[src/rtl/tcap_pkg.sv]
package tcap_pkg;

  typedef enum logic [1:0] {
    ST_IDLE    = 2'd0,
    ST_CAPTURE = 2'd1,
    ST_COMMIT  = 2'd2
  } cap_state_e;

endpackage

[src/rtl/tcap_rot_pos.sv]
module tcap_rot_pos #(
  parameter int unsigned TRACK_BITS = 53248,
  localparam int unsigned POS_W = $clog2(TRACK_BITS)
) (
  input  logic             clk,
  input  logic             rst_n,
  input  logic             bit_stb,
  input  logic             rot_index,
  output logic [POS_W-1:0] pos
);

  localparam logic [POS_W-1:0] LAST_POS = POS_W'(TRACK_BITS - 1);

  logic [POS_W-1:0] pos_nxt;
  logic             pos_en;

  always_comb begin
    pos_en  = rot_index | bit_stb;
    pos_nxt = pos;
    if (rot_index) begin
      pos_nxt = '0;
    end else if (bit_stb) begin
      pos_nxt = (pos == LAST_POS) ? '0 : pos + 1'b1;
    end
  end

  always_ff @(posedge clk or negedge rst_n) begin
    if (!rst_n) begin
      pos <= '0;
    end else if (pos_en) begin
      pos <= pos_nxt;
    end
  end

  // wrap at the end of the track
  a_r2_wrap: assert property (@(posedge clk) disable iff (!rst_n)
    (bit_stb && !rot_index && pos == LAST_POS) |=> (pos == '0));

  // single step otherwise
  a_r2_step: assert property (@(posedge clk) disable iff (!rst_n)
    (bit_stb && !rot_index && pos != LAST_POS) |=> (pos == $past(pos) + 1'b1));

  // index realigns
  a_r3_index: assert property (@(posedge clk) disable iff (!rst_n)
    rot_index |=> (pos == '0));

endmodule

[src/rtl/tcap_gate.sv]
module tcap_gate
  import tcap_pkg::*;
#(
  parameter int unsigned TRACK_BITS = 53248,
  parameter int unsigned TRK_W      = 8,
  localparam int unsigned POS_W = $clog2(TRACK_BITS)
) (
  input  logic             clk,
  input  logic             rst_n,
  input  cap_state_e       state,
  input  logic             wr_req_n,
  input  logic             drive_en,
  input  logic             bit_stb,
  input  logic             wr_bit,
  input  logic [TRK_W-1:0] track_num,
  input  logic [TRK_W-1:0] trk_held,
  output logic             buf_we,
  output logic             buf_din,
  output logic             start_cap,
  output logic             trigger
);

  localparam logic [POS_W-1:0] LAST_CNT = POS_W'(TRACK_BITS - 1);

  logic             write_ok;
  logic             in_idle;
  logic             in_capture;
  logic             trk_moved;
  logic             rot_done;
  logic [POS_W-1:0] cell_cnt;
  logic [POS_W-1:0] cell_cnt_nxt;
  logic             cell_cnt_en;

  always_comb begin
    write_ok   = drive_en & ~wr_req_n;
    in_idle    = (state == ST_IDLE);
    in_capture = (state == ST_CAPTURE);
    trk_moved  = in_capture & (track_num != trk_held);
    buf_we     = bit_stb & write_ok & (in_idle | (in_capture & ~trk_moved));
    buf_din    = wr_bit;
    start_cap  = buf_we & in_idle;
    rot_done   = in_capture & bit_stb & (cell_cnt == LAST_CNT);
    trigger    = in_capture & (rot_done | ~write_ok | trk_moved);
  end

  always_comb begin
    cell_cnt_en  = start_cap | (in_capture & bit_stb);
    cell_cnt_nxt = cell_cnt;
    if (start_cap) begin
      cell_cnt_nxt = POS_W'(1);
    end else if (in_capture & bit_stb) begin
      cell_cnt_nxt = cell_cnt + 1'b1;
    end
  end

  always_ff @(posedge clk or negedge rst_n) begin
    if (!rst_n) begin
      cell_cnt <= '0;
    end else if (cell_cnt_en) begin
      cell_cnt <= cell_cnt_nxt;
    end
  end

  // a capture never outlives one rotation of cells
  a_r6_rotation_bound: assert property (@(posedge clk) disable iff (!rst_n)
    (in_capture && bit_stb && cell_cnt == LAST_CNT) |=> (state == ST_COMMIT));

endmodule

[src/rtl/tcap_fsm.sv]
module tcap_fsm
  import tcap_pkg::*;
#(
  parameter int unsigned TRK_W = 8
) (
  input  logic             clk,
  input  logic             rst_n,
  input  logic             start_cap,
  input  logic             trigger,
  input  logic             commit_ack,
  input  logic [TRK_W-1:0] track_num,
  output cap_state_e       state,
  output logic [TRK_W-1:0] trk_held,
  output logic             commit_req
);

  cap_state_e state_nxt;
  logic       trk_en;

  always_comb begin
    state_nxt = state;
    unique case (state)
      ST_IDLE:    if (start_cap)  state_nxt = ST_CAPTURE;
      ST_CAPTURE: if (trigger)    state_nxt = ST_COMMIT;
      ST_COMMIT:  if (commit_ack) state_nxt = ST_IDLE;
      default:                    state_nxt = ST_IDLE;
    endcase
    trk_en     = start_cap;
    commit_req = (state == ST_COMMIT);
  end

  always_ff @(posedge clk or negedge rst_n) begin
    if (!rst_n) begin
      state <= ST_IDLE;
    end else begin
      state <= state_nxt;
    end
  end

  always_ff @(posedge clk or negedge rst_n) begin
    if (!rst_n) begin
      trk_held <= '0;
    end else if (trk_en) begin
      trk_held <= track_num;
    end
  end

  // request and track held until acknowledged
  a_r10_hold: assert property (@(posedge clk) disable iff (!rst_n)
    (commit_req && !commit_ack) |=> (commit_req && $stable(trk_held)));

  // request retires after acknowledge
  a_r10_drop: assert property (@(posedge clk) disable iff (!rst_n)
    (commit_req && commit_ack) |=> !commit_req);

  // a request only follows a capture
  a_r12_needs_capture: assert property (@(posedge clk) disable iff (!rst_n)
    $rose(commit_req) |-> ($past(state) == ST_CAPTURE));

endmodule

[src/rtl/tcap_top.sv]
module tcap_top
  import tcap_pkg::*;
#(
  parameter int unsigned TRACK_BITS = 53248,
  parameter int unsigned TRK_W      = 8,
  localparam int unsigned POS_W = $clog2(TRACK_BITS)
) (
  input  logic             clk,
  input  logic             rst_n,
  input  logic             wr_req_n,
  input  logic             drive_en,
  input  logic             wr_bit,
  input  logic             bit_stb,
  input  logic             rot_index,
  input  logic [TRK_W-1:0] track_num,
  input  logic             commit_ack,
  output logic             buf_we,
  output logic [POS_W-1:0] buf_addr,
  output logic             buf_din,
  output logic             commit_req,
  output logic [TRK_W-1:0] commit_track
);

  cap_state_e       state;
  logic [TRK_W-1:0] trk_held;
  logic             start_cap;
  logic             trigger;

  tcap_rot_pos #(
    .TRACK_BITS (TRACK_BITS)
  ) u_rot_pos (
    .clk       (clk),
    .rst_n     (rst_n),
    .bit_stb   (bit_stb),
    .rot_index (rot_index),
    .pos       (buf_addr)
  );

  tcap_gate #(
    .TRACK_BITS (TRACK_BITS),
    .TRK_W      (TRK_W)
  ) u_gate (
    .clk       (clk),
    .rst_n     (rst_n),
    .state     (state),
    .wr_req_n  (wr_req_n),
    .drive_en  (drive_en),
    .bit_stb   (bit_stb),
    .wr_bit    (wr_bit),
    .track_num (track_num),
    .trk_held  (trk_held),
    .buf_we    (buf_we),
    .buf_din   (buf_din),
    .start_cap (start_cap),
    .trigger   (trigger)
  );

  tcap_fsm #(
    .TRK_W (TRK_W)
  ) u_fsm (
    .clk        (clk),
    .rst_n      (rst_n),
    .start_cap  (start_cap),
    .trigger    (trigger),
    .commit_ack (commit_ack),
    .track_num  (track_num),
    .state      (state),
    .trk_held   (trk_held),
    .commit_req (commit_req)
  );

  assign commit_track = trk_held;

  // nothing is stored while a commit is outstanding
  a_r9_no_write_in_commit: assert property (@(posedge clk) disable iff (!rst_n)
    commit_req |-> !buf_we);

  // writes only under an active, enabled write
  a_r5_gated: assert property (@(posedge clk) disable iff (!rst_n)
    (wr_req_n || !drive_en) |-> !buf_we);

  // release of the write request while pending leads to a commit
  a_r7_release: assert property (@(posedge clk) disable iff (!rst_n)
    (state == ST_CAPTURE && wr_req_n) |=> commit_req);

endmodule

[config.mk]
export PLATFORM = sky130hd
export DESIGN_NAME = tcap_top
export DESIGN_NICKNAME = d
export VERILOG_FILES = /design/src/rtl/tcap_pkg.sv /design/src/rtl/tcap_rot_pos.sv /design/src/rtl/tcap_gate.sv /design/src/rtl/tcap_fsm.sv /design/src/rtl/tcap_top.sv
export SDC_FILE = /design/constraint.sdc
export NUM_CORES = 1
export LEC_CHECK = 0
export BUFFER_PORTS_ARGS = -buffer_cell sky130_fd_sc_hd__buf_2
export CORE_ASPECT_RATIO = 1.5
export CORE_MARGIN = 2
export CORE_UTILIZATION = 49
export DETAILED_ROUTE_END_ITERATION = 7
export PLACE_DENSITY = 0.75
export SLEW_MARGIN = 10
export SYNTH_ARGS = -nofsm -noshare
export SYNTH_HDL_FRONTEND = slang
export SYNTH_SLANG_ARGS = --single-unit
[constraint.sdc]
create_clock -name clk -period 1.8 [get_ports clk]
set_clock_uncertainty 0.05 [all_clocks]
set_input_delay 0.27 -clock clk [delete_from_list [all_inputs] [get_ports clk]]
set_output_delay 0.27 -clock clk [all_outputs]
set_load 0.1 [all_outputs]
==> After elaboration in Yosys (flattened, before gate mapping) <==
Index checks and enable logic that the tools add are counted.
{ "totals": {"register_bits": 42, "latchBits": 0, "ram_bits": 0, "rom_bits": 0, "input_bits": 16, "output_inout_bits": 27, "elab_cells": 46, "mem_count": 0} }
{ "op_classes": {"n_addsub": 2, "n_mul": 0, "div_mod_pow": 0, "magnitude_cmp": 0, "n_eq_ne": 8, "shift": 0, "n_mux": 9, "bitwise_logic": 17, "reduce_logical": 6} }
{ "ops": {"columns": ["operator", "count"], "rows": [
  ["two-way mux 16 bit", 5],
  ["adder 16 x 1 -> 16 bit, second input constant", 2],
  ["== test 16 bit, second input constant", 2],
  ["bitwise AND 1 bit", 9],
  ["inequality test 8 bit", 1],
  ["two-way mux 2 bit", 3],
  ["case mux 2 bit (3 select lines)", 1],
  ["OR 1 bit", 5],
  ["inequality test 2 bit, second input constant", 2],
  ["AND reduction 2 bit", 2],
  ["nonzero test 2 bit", 2],
  ["inverter 1 bit", 3],
  ["AND reduction 3 bit", 1],
  ["== test 2 x 1 -> 1 bit, second input constant", 1],
  ["== test 2 bit, second input constant", 1],
  ["zero test 2 bit", 1],
  ["inequality test 2 x 1 -> 1 bit, second input constant", 1]
]} }

==> Logic depth before layout (Yosys ltp) <==
Gate-level depths: netlist (run 1).
{ "logic_depth": {"word_depth": 9, "mapped_depth": 7, "ltp_nobuf": 5} }

==> Modules after synthesis <==
Synthesis (run 1) repeated with hierarchy kept, for this count alone.
{ "hier_totals": {"hier_cells": 214, "area_unflattened_um2": 2245.9} }
{ "by_module_without_submodules": {"columns": ["mod", "instances", "cells_per_inst", "area_each_um2", "seq_area_each_um2"], "rows": [
  ["tcap_gate", 1, 102, 973.4, 400.4],
  ["tcap_rot_pos", 1, 87, 849.6, 400.4],
  ["tcap_fsm", 1, 25, 422.9, 250.2]
]} }

==> Least setup slack after synthesis (run 1) <==
OpenSTA, ideal clock, no wires.
{ "synth_timing": {"path_kind": "reg2out", "startpoint": "register u_fsm.trk_held[0]", "endpoint": "output port buf_we", "t_arrival_ns": 2.220, "required_ns": 1.480, "setup_slack_ns": -0.740, "stages_incl_launch_ff": 5, "path_buffers": 0, "cell_sequence": "dfrtp_1 -> xnor2_1 -> nand4_1 -> nor3_1 -> a21o_1"} }
{ "synth_between": {"elab_chain_len": 6} }
{ "synth_lines": {"columns": ["item", "line_no", "rtl"], "rows": [
  ["start: declaration", "tcap_fsm.sv:13", "output logic [TRK_W-1:0] trk_held,"],
  ["start signal: assignment", "tcap_fsm.sv:44", "trk_held <= track_num;"],
  ["inequality test 8 bit", "tcap_gate.sv:38", "trk_moved = in_capture & (track_num != trk_held);"],
  ["bitwise AND 1 bit", "tcap_gate.sv:38", null],
  ["inverter 1 bit", "tcap_gate.sv:39", "buf_we = bit_stb & write_ok & (in_idle | (in_capture & ~trk_moved));"],
  ["bitwise AND 1 bit", "tcap_gate.sv:39", null],
  ["OR 1 bit", "tcap_gate.sv:39", null],
  ["bitwise AND 1 bit", "tcap_gate.sv:39", null],
  ["end: declaration", "tcap_top.sv:17", "output logic buf_we,"]
]} }
Every way passes these cells.

==> Worst setup path in the final report (run 1) <==
{ "layout_timing": {"startpoint": "register u_fsm.trk_held[7]", "endpoint": "output port buf_we"} }
The elaborated chain is that of the path after synthesis.

==> results of run 1 <==
layer usage:
layer / vias up / routed length (um) / global-route usage, %
li1: 959 / - / -
met1: 990 / 2140 / 26.5
met2: 46 / 3080 / 43.4
met3: 8 / 187 / 3.58
met4: 0 / 100 / 8.88
met5: - / 0 / 0
critical path, delay by kind of cell (launching register included):
kind / cells / cell delay, ns
buffers and inverters: 1 / 0.17
XOR/XNOR: 1 / 0.18
AND/OR/NAND/NOR: 2 / 0.39
flip-flops: 1 / 0.43
AO/OA/AOI/OAI: 1 / 0.18
through the flow:
step / total power [mW] / util (%)
final: 2.54 / 68.0
after CTS: 2.54 / 66.9
after detailed placement: 1.86 / 62.2
after global routing: 2.65 / 68.0
after floorplan: 1.68 / -
after global placement: 1.85 / 62.2
synthesized netlist by cell type, drive strengths merged, types with 2 or more instances:
cell,instances
o2111ai,3
a21o,3
a21oi,7
nor3,3
or4,5
or2,2
mux2,8
nand3,12
ha,2
a22o,2
buf,5
nand2,19
and3,3
o21ai,10
dfrtp,42
xnor2,16
nand4,8
clkbuf,4
nor4b,2
o31ai,5
or3,5
nor4,4
and4,2
inv,6
nor2,22
nor2b,3
xor2,10
layout by cell type (no fill, tap or decap), drive strengths merged, types with 5 or more instances in the layout:
master / n
inv: 9
nor2: 22
a21oi: 7
dfrtp: 42
xnor2: 16
o31ai: 5
or3: 5
or4: 5
nand3: 12
xor2: 10
o21ai: 10
nand2: 19
clkbuf: 5
nand4: 8
buf: 74
mux2: 8
flip-flops by register name (all words and copies together) (netlist names):
signal and cells:
u_fsm.trk_held 8, u_fsm.state 2, u_rot_pos.pos 16, u_gate.cell_cnt 16
logic make-up after synthesis:
group,count (synthesis),share of synthesized area (%)
muxes,9,4.46
adders and majority gates,2,1.12
and+or+nand+nor,97,23.8
DFF,42,46.9
buffers and inverters,15,2.90
xor gates and xnor gates,26,10.2
AOI/OAI and AO/OA,36,10.7
what timing repair did:
item,in CTS,in global routing
pin swaps,3,12
endpoints found under the hold margin,42,0
gates resized for setup,11,12
endpoints found under the setup margin,1,13
hold buffers,1,0
cloned,0,0
setup buffers,8,2
path summary, 6_finish.rpt:
kind	end	slack [ns]
max in group asynchronous	u_rot_pos.pos[1]$_DFFE_PN0P_	1.07
worst min-delay path	u_rot_pos.pos[14]$_DFFE_PN0P_	0.14
worst max-delay path	buf_we	-0.18
worst min register to register	u_fsm.trk_held[4]$_DFFE_PN0N_	0.50
worst max register to register	u_gate.cell_cnt[14]$_DFFE_PN0P_	0.05
min in group asynchronous	u_rot_pos.pos[8]$_DFFE_PN0P_	0.40
power by group:
group          internal (mW)  total (mW)  leakage, nW  switching, mW
registers               1.02        1.09        0.529         0.0740
clock network          0.288       0.666       0.0495          0.378
logic                  0.226       0.787        0.777          0.561
layout make-up:
type	count	area, um^2
Clock buffer	5	68.8
Clock inverter	3	26.3
Fill cell	352	1430
Inverter	6	22.5
Multi-Input combinational cell	170	1210
Sequential cell	42	1100
Tap cell	48	60.1
Timing Repair Buffer	75	543
==> metrics.txt, run 1 <==
R2R depth=7; critical path's slowest cell=dfrtp_2; Worst Setup Start Kind=flop; Max Cap Violations=0; CP Launch Point=u_fsm.trk_held[7]$_DFFE_PN0N_; largest cells by area after synthesis=dfrtp_1 (47%), xnor2_1 (6.3%), mux2_2 (4.0%); RSZ-0062 raised after global routing=true; Antenna Nets Post-Route=0; die width=59.2 um; PD cells=838 nW/um^2; Syn Area/Cell=9.88 um^2; VDD IR max=0.623 mV; HP Start=rot_index; Post-route DRC=0; design area=3040 um^2; post-synth top area share=46.9%; Synth Net Count=245; FF+latch count, synth=42; RR Startpoint=u_fsm.state[1]$_DFFE_PN0P_; CTS tree=yes; Core Box Area=4470 um^2; Post-synth ARST share=100%; routed vias/inst=5.74; crit path DAT=1.66 ns; Critical Path Fanout Max=3; worst skew pair latency=0.31 ns; clock root cell=clkbuf_8; clock sinks=42; worst path required time=1.48 ns; hold depth=2; Rows=30; Yosys top cell by area=dfrtp_1; failing checks=negative setup slack; Distinct cells, synth=47; prevailing post-synth register cell=dfrtp_1; Ys Warns=0; pre-CTS setup slack=0.0361 ns; Tcrit/Tclk final=110%; final hold slack=0.142 ns; Seq/Total Area, Yosys=46.9%; crit path kind=flop to output port; worst min-delay path class=input pin to flop; io pins=43; Max Slew Vio Count=0; Die ar.=5140 um^2; cts bufs inserted=5; number of global-route vias before repair=2082; normalized max-slew margin=67.7%; Synth Cell Area=2240 um^2; DP Area=2780 um^2; EDFF count, synth=0; global-route wire length before repair=9320 um; Worst Tran Pin Value=0.487 ns; share of layout cells above drive strength 1=42.9%; Final Net Count=318; Starting Density=50.2%; routed wire length=5510 um; Layout Cells excl Fill=349; routed length per instance=15.8 um; GRT overflow=0; ANT cells=0; Critical Path Sink Type=output port; routed vias=2003; highest cell delay on the worst timing path=0.43 ns; initial antenna violation count=0; largest net degree at the start of global routing=43; Leak=1.36 nW; DR pass1 iterations=4; Post-DP HPWL=3810 um; status=finished, violations left; CTS clk-pin slew, worst paths=0.09 ns; # placed instances=332; DR iter-0 viols=49; Global Route Usage Sum=23.6%; Mapped Cells=227; RePlAce Congestion=0.810; f_max=504 MHz; IO Port Bufs=40; Post-Route Setup TNS=-0.184 ns; minimum clock period=1.98 ns; fin worst setup slack=-0.184 ns; Final Hold Fails=0; Area growth syn-to-layout=35.4%; Cell Chain, Critical Path=xnor2_1 > nand4_1 > nor3_2 > a21o_2 > buf_12; CTS H-tree depth=2; Die Span Y=86.8 um; endpoints failing setup=1; Max clock buf depth=2
(Power assumes the default switching activity.)
==> inputs of run 2 (changes only) <==
--- a/config.mk
+++ b/config.mk
@@ -8,9 +8,10 @@
 export BUFFER_PORTS_ARGS = -buffer_cell sky130_fd_sc_hd__buf_2
 export CORE_ASPECT_RATIO = 1.5
 export CORE_MARGIN = 2
-export CORE_UTILIZATION = 49
+export CORE_UTILIZATION = 52
+export CTS_BUF_LIST = sky130_fd_sc_hd__clkbuf_4
 export DETAILED_ROUTE_END_ITERATION = 7
-export PLACE_DENSITY = 0.75
+export PLACE_DENSITY = 0.79
 export SLEW_MARGIN = 10
 export SYNTH_ARGS = -nofsm -noshare
 export SYNTH_HDL_FRONTEND = slang
==> run 2 against run 1 <==
Critical path type unchanged. Highest routed layer unchanged. Utilization increased by 6.3 points. Count of clock-buffer cells in the layout unchanged. Largest power group unchanged. The flow still finishes with violations (negative setup slack). Sequential cell count unchanged. Clock power increased by 16%. Final cell count increased by 1.1%. Total power increased by 5.5%. Critical endpoint unchanged. Via count increased by 2.8%. First-iteration DRC count increased by 120%. Critical path depth increased by 1. Global-route usage increased by 1.5 points. Non-clock buffer count increased by 6.
==> metrics.txt, run 2 (synthesized netlist as in run 1, its figures left out) <==
status=finished, violations left; failing checks=negative setup slack; R2R depth=7; CTS H-tree depth=2; normalized max-slew margin=67.9%; Register Area=1100 um^2; number of global-route vias before repair=2067; share of layout cells above drive strength 1=45.3%; global-route wire length before repair=9490 um; r2r endpoint=u_gate.cell_cnt[12]$_DFFE_PN0P_; Core Box Area=4170 um^2; CP Launch Point=u_fsm.state[1]$_DFFE_PN0P_; clock root cell=clkbuf_4; largest net degree at the start of global routing=43; Post-Route Utilization=74.3%; most frequent cells in the layout=buf_2 (38), buf_4 (34), nor2_1 (22), dfrtp_1 (22), nand2_1 (18); fin worst setup slack=-0.277 ns; Worst Tran Pin Value=0.478 ns; Max Slew Vio Count=0; initial antenna violation count=0; minimum clock period=2.08 ns; Post-route DRC=0; crit path kind=flop to output port; multi-input logic area=1240 um^2; Leak=1.41 nW; # placed instances=329; Layout Cells excl Fill=353; CTS clk-pin slew, worst paths=0.14 ns; clock sinks=42; die width=57.6 um; GRT overflow=0; Area growth syn-to-layout=38.3%; endpoints failing setup=1; crit path buf inv count=2; VDD IR max=1.12 mV; crit path DAT=1.76 ns; Max clock buf depth=2; pre-CTS setup slack=0.0448 ns; commonest non-fill, non-tap cell in the layout=buf_2; DR iter-0 viols=108; worst skew pair latency=0.37 ns; R2R Setup Slk=0.03 ns; Tcrit/Tclk final=115%; Global Route Usage Sum=25.1%; worst min-delay path class=input pin to flop; Critical Path Fanout Max=3; CTS tree=yes; highest cell delay on the worst timing path=0.41 ns; RR Startpoint=u_fsm.state[1]$_DFFE_PN0P_; DP Area=2760 um^2; routed wire length=5910 um; Antenna Nets Post-Route=0; Final Hold Fails=0; Max Cap Violations=0; cts bufs inserted=5; Worst path depth=6; biggest regs=u_gate.cell_cnt: 16 flops, u_rot_pos.pos: 16 flops, u_fsm.trk_held: 8 flops; routed vias/inst=5.84; Critical Path Sink Type=output port; routed length per instance=16.7 um; PD cells=866 nW/um^2; Layout fillers=293; Die Span Y=84.4 um; Rows=29; Die ar.=4860 um^2; design area=3100 um^2; IO Port Bufs=40; RSZ-0062 raised after global routing=true; Starting Density=53.7%; CP Capture Point=buf_we; Pwr Total=2.68 mW; Post-DP HPWL=3880 um; cell family with the largest share of critical-path delay=simple AND/OR/NAND/NOR gates; critical path's slowest cell=dfrtp_1; routed vias=2060; f_max=481 MHz; worst path required time=1.48 ns; Worst Setup Start Kind=flop; DR pass1 iterations=4; Cell Chain, Critical Path=buf_6 > nor3b_4 > nand4_1 > nor3_2 > a21o_2 > buf_12; RePlAce Congestion=0.841; ANT cells=0; Final Net Count=324; io pins=43
==> run 2: metal layers <==
metal	share of wire, %	GRT usage (%)	vias up
li1	-	-	972
met1	41	29.4	1033
met2	54	44.0	44
met3	2.5	3.70	11
met4	1.9	11.6	0
met5	0	0	-
==> run 2: cell type report <==
cell class / instances / area share, %
Multi-Input combinational cell: 170 / 40.0
Tap cell: 46 / 1.86
Timing Repair Buffer: 81 / 18.4
Inverter: 6 / 0.726
Sequential cell: 42 / 35.5
Clock inverter: 3 / 2.22
Clock buffer: 5 / 1.21
==> run 2: report_power, final <==
part	total, mW	internal, mW	switching (mW)
registers	1.09	1.02	0.0754
clock network	0.771	0.435	0.337
logic	0.820	0.246	0.574
==> run 2: timing repair <==
action / in CTS / in global routing
setup endpoints to repair: 3 / 16
endpoints found under the hold margin: 42 / 0
cloned: 0 / 0
hold buffers: 1 / 0
pin swaps: 4 / 14
setup buffers: 8 / 12
resized for setup: 13 / 14
==> run 2: worst reg2reg max path, cell delays in order, from the launching register on <==
cell	delay [ns]
dfrtp_1	0.41
buf_6	0.13
buf_4	0.13
and4b_1	0.29
nand2_2	0.11
buf_6	0.13
or3_4	0.36
a21oi_2	0.11
==> run 2: worst min-delay path by stage <==
| stage | to | depth (start not counted) | startpoint |
|---|---|---|---|
| final | u_rot_pos.pos[14]$_DFFE_PN0P_ | 2 | rot_index |
| after global routing | u_rot_pos.pos[14]$_DFFE_PN0P_ | 2 | rot_index |
| after CTS | u_rot_pos.pos[14]$_DFFE_PN0P_ | 2 | rot_index |
| after detailed placement | u_gate.cell_cnt[10]$_DFFE_PN0P_ | 2 | rst_n |
| after global placement | u_fsm.trk_held[6]$_DFFE_PN0N_ | 2 | rst_n |
| after floorplan | u_fsm.state[0]$_DFFE_PN0P_ | 0 | rst_n |
==> run 2: per-stage QoR <==
stage	setup TNS, ns	hold WS [ns]
floorplan	-0.517	-0.0756
global placement	0	0.213
detailed placement	0	0.211
CTS	-0.683	0.0656
global route	-0.455	0.0859
finish	-0.277	0.0771
==> inputs of run 3 (changes only) <==
--- a/config.mk
+++ b/config.mk
@@ -8,7 +8,7 @@
 export BUFFER_PORTS_ARGS = -buffer_cell sky130_fd_sc_hd__buf_2
 export CORE_ASPECT_RATIO = 1.5
 export CORE_MARGIN = 2
-export CORE_UTILIZATION = 52
+export CORE_UTILIZATION = 55
 export CTS_BUF_LIST = sky130_fd_sc_hd__clkbuf_4
 export DETAILED_ROUTE_END_ITERATION = 7
 export PLACE_DENSITY = 0.79
==> constraint.sdc (replaced) <==
create_clock -name clk -period 2 [get_ports clk]
set_clock_uncertainty 0.05 [all_clocks]
set_input_delay 0.3 -clock clk [delete_from_list [all_inputs] [get_ports clk]]
set_output_delay 0.3 -clock clk [all_outputs]
set_load 0.1 [all_outputs]
==> run 3 against run 2 <==
The flow still finishes with violations (negative setup slack). Critical path depth is 1 lower. Utilization is 1.9 points lower. First-iteration DRC count is 56% lower. Count of clock-buffer cells in the layout is 1 higher. Critical endpoint unchanged.
==> metrics.txt, run 3 (synthesized netlist as in run 1, its figures left out) <==
NetSw=0.859 mW; Critical Path Sink Type=output port; biggest regs=u_gate.cell_cnt: 16 flops, u_rot_pos.pos: 16 flops, u_fsm.trk_held: 8 flops; Starting Density=57.1%; Post-route DRC=0; Sw Share=38.5%; PD cells=786 nW/um^2; critical path's slowest cell=dfrtp_2; commonest non-fill, non-tap cell in the layout=buf_2; Cell Chain, Critical Path=xnor2_2 > nand4_1 > nor3_2 > a21o_2 > buf_12; CTS H-tree depth=2; cell family with the largest share of critical-path delay=flip-flops; Post-DP HPWL=3810 um; Post-Route Utilization=72.4%; Max Slew Vio Count=0; worst min-delay path class=input pin to flop; DR iter-0 viols=47; r2r endpoint=u_gate.cell_cnt[15]$_DFFE_PN0P_; clock sinks=42; global-route wire length before repair=8670 um; R2R Setup Slk=0.10 ns; IO Port Bufs=40; crit path kind=flop to output port; number of global-route vias before repair=1956; Die ar.=4610 um^2; clock root cell=clkbuf_4; normalized max-slew margin=65.0%; combinational share of power=30.8%; status=finished, violations left; Hold Path End=u_rot_pos.pos[14]$_DFFE_PN0P_; Worst Tran Pin Value=0.524 ns; RePlAce Congestion=0.850; routed vias=1940; minimum clock period=2.03 ns; Max Cap Violations=0; Critical Path Fanout Max=3; worst skew pair latency=0.36 ns; cts bufs inserted=5; HP Start=rot_index; Max clock buf depth=2; VDD IR max=0.742 mV; GRT overflow=0; internal power=1.37 mW; worst path required time=1.65 ns; ANT cells=0; Pwr Total=2.23 mW; RSZ-0062 raised after global routing=true; routed wire length=5360 um; f_max=493 MHz; io pins=43; largest net degree at the start of global routing=25; Reg power frac=44.1%; crit path buf inv count=1; Global Route Usage Sum=24.1%; initial antenna violation count=0; Clock Power Share=25.1%; Final Net Count=308; failing checks=negative setup slack; hold depth=2; Final Hold Fails=0; R2R depth=5; Rows=28; crit path DAT=1.68 ns; routed vias/inst=5.77; Core Box Area=3920 um^2; Worst Setup Start Kind=flop; Area growth syn-to-layout=26.7%; endpoints failing setup=1; RR Startpoint=u_fsm.state[1]$_DFFE_PN0P_; most frequent cells in the layout=buf_2 (39), buf_4 (24), nor2_1 (22); CTS tree=yes; DR pass1 iterations=4; die width=56.1 um; Die Span Y=82.2 um; Tcrit/Tclk final=102%; CTS clk-pin slew, worst paths=0.13 ns; Antenna Nets Post-Route=0; Leak=1.27 nW; highest cell delay on the worst timing path=0.45 ns; share of layout cells above drive strength 1=39.2%; fin worst setup slack=-0.0304 ns; Post-Route Setup TNS=-0.0304 ns; routed length per instance=15.9 um
==> run 3: cell count changes in the layout (fill, tap and decap cells not counted), sizes merged <==
cell / delta
buf: -16
bufinv: -1
clkbuf: +1
==> run 3: worst reg2reg max path, delay by kind of cell (launching register included) <==
kind / cells / cell delay, ns
and+or+nand+nor: 3 / 1.07
AOI/OAI and AO/OA: 1 / 0.13
DFF: 1 / 0.45
buffers and inverters: 1 / 0.15
==> run 3: area by class of cell <==
cell class	instances	area (um^2)
Multi-Input combinational cell	170	1180
Tap cell	45	56.3
Timing Repair Buffer	65	405
Clock buffer	6	45.0
Clock inverter	2	33.8
Sequential cell	42	1100
Inverter	6	22.5
Fill cell	289	1080
==> run 3: timing repair <==
action	4_1_cts	5_1_grt
gates resized for setup	5	4
cloned	0	0
setup endpoints to repair	1	5
hold endpoints to repair	22	0
buffers inserted	8	1
pin swaps	8	3
hold buffers	1	0
==> run 3: power by group through the flow <==
stage | logic (mW) | clock network (mW) | registers, mW
4_1_cts | 0.682 | 0.574 | 0.981
3_5_place_dp | 0.652 | 0 | 0.999
3_3_place_gp | 0.643 | 0 | 0.992
2_1_floorplan | 0.195 | 0 | 1.31
6_report | 0.687 | 0.560 | 0.984
5_1_grt | 0.717 | 0.590 | 0.994
==> run 3: metal layers <==
| layer | GRT usage, % | share of wire, % |
|---|---|---|
| met5 | 0 | 0 |
| met2 | 46.7 | 55 |
| met4 | 11.7 | 3.1 |
| met1 | 25.1 | 38 |
| met3 | 4.21 | 3.6 |
==> run 3: worst max path at each step <==
stage	startpoint	to	slack (ns)	depth (start not counted)
6_report	u_fsm.trk_held[4]$_DFFE_PN0N_	buf_we	-0.03	5
3_3_place_gp	u_fsm.state[1]$_DFFE_PN0P_	u_gate.cell_cnt[15]$_DFFE_PN0P_	0.18	4
5_1_grt	u_fsm.state[1]$_DFFE_PN0P_	buf_we	-0.10	5
2_1_floorplan	u_fsm.trk_held[1]$_DFFE_PN0N_	buf_we	-0.30	4
3_5_place_dp	u_fsm.state[1]$_DFFE_PN0P_	u_gate.cell_cnt[15]$_DFFE_PN0P_	0.14	4
4_1_cts	u_fsm.trk_held[4]$_DFFE_PN0N_	buf_we	-0.009	5
==> run 3: per-stage QoR <==
step / area [um^2] / hold slack, ns / std cells / setup slack [ns]
detailed placement: 2630 / 0.259 / 318 / 0.140
global placement: 2630 / 0.255 / 318 / 0.179
finish: 2840 / 0.117 / 336 / -0.0304
floorplan: 2290 / -0.0456 / 227 / -0.298
global route: 2840 / 0.119 / 336 / -0.100
CTS: 2810 / 0.0967 / 335 / -0.00868
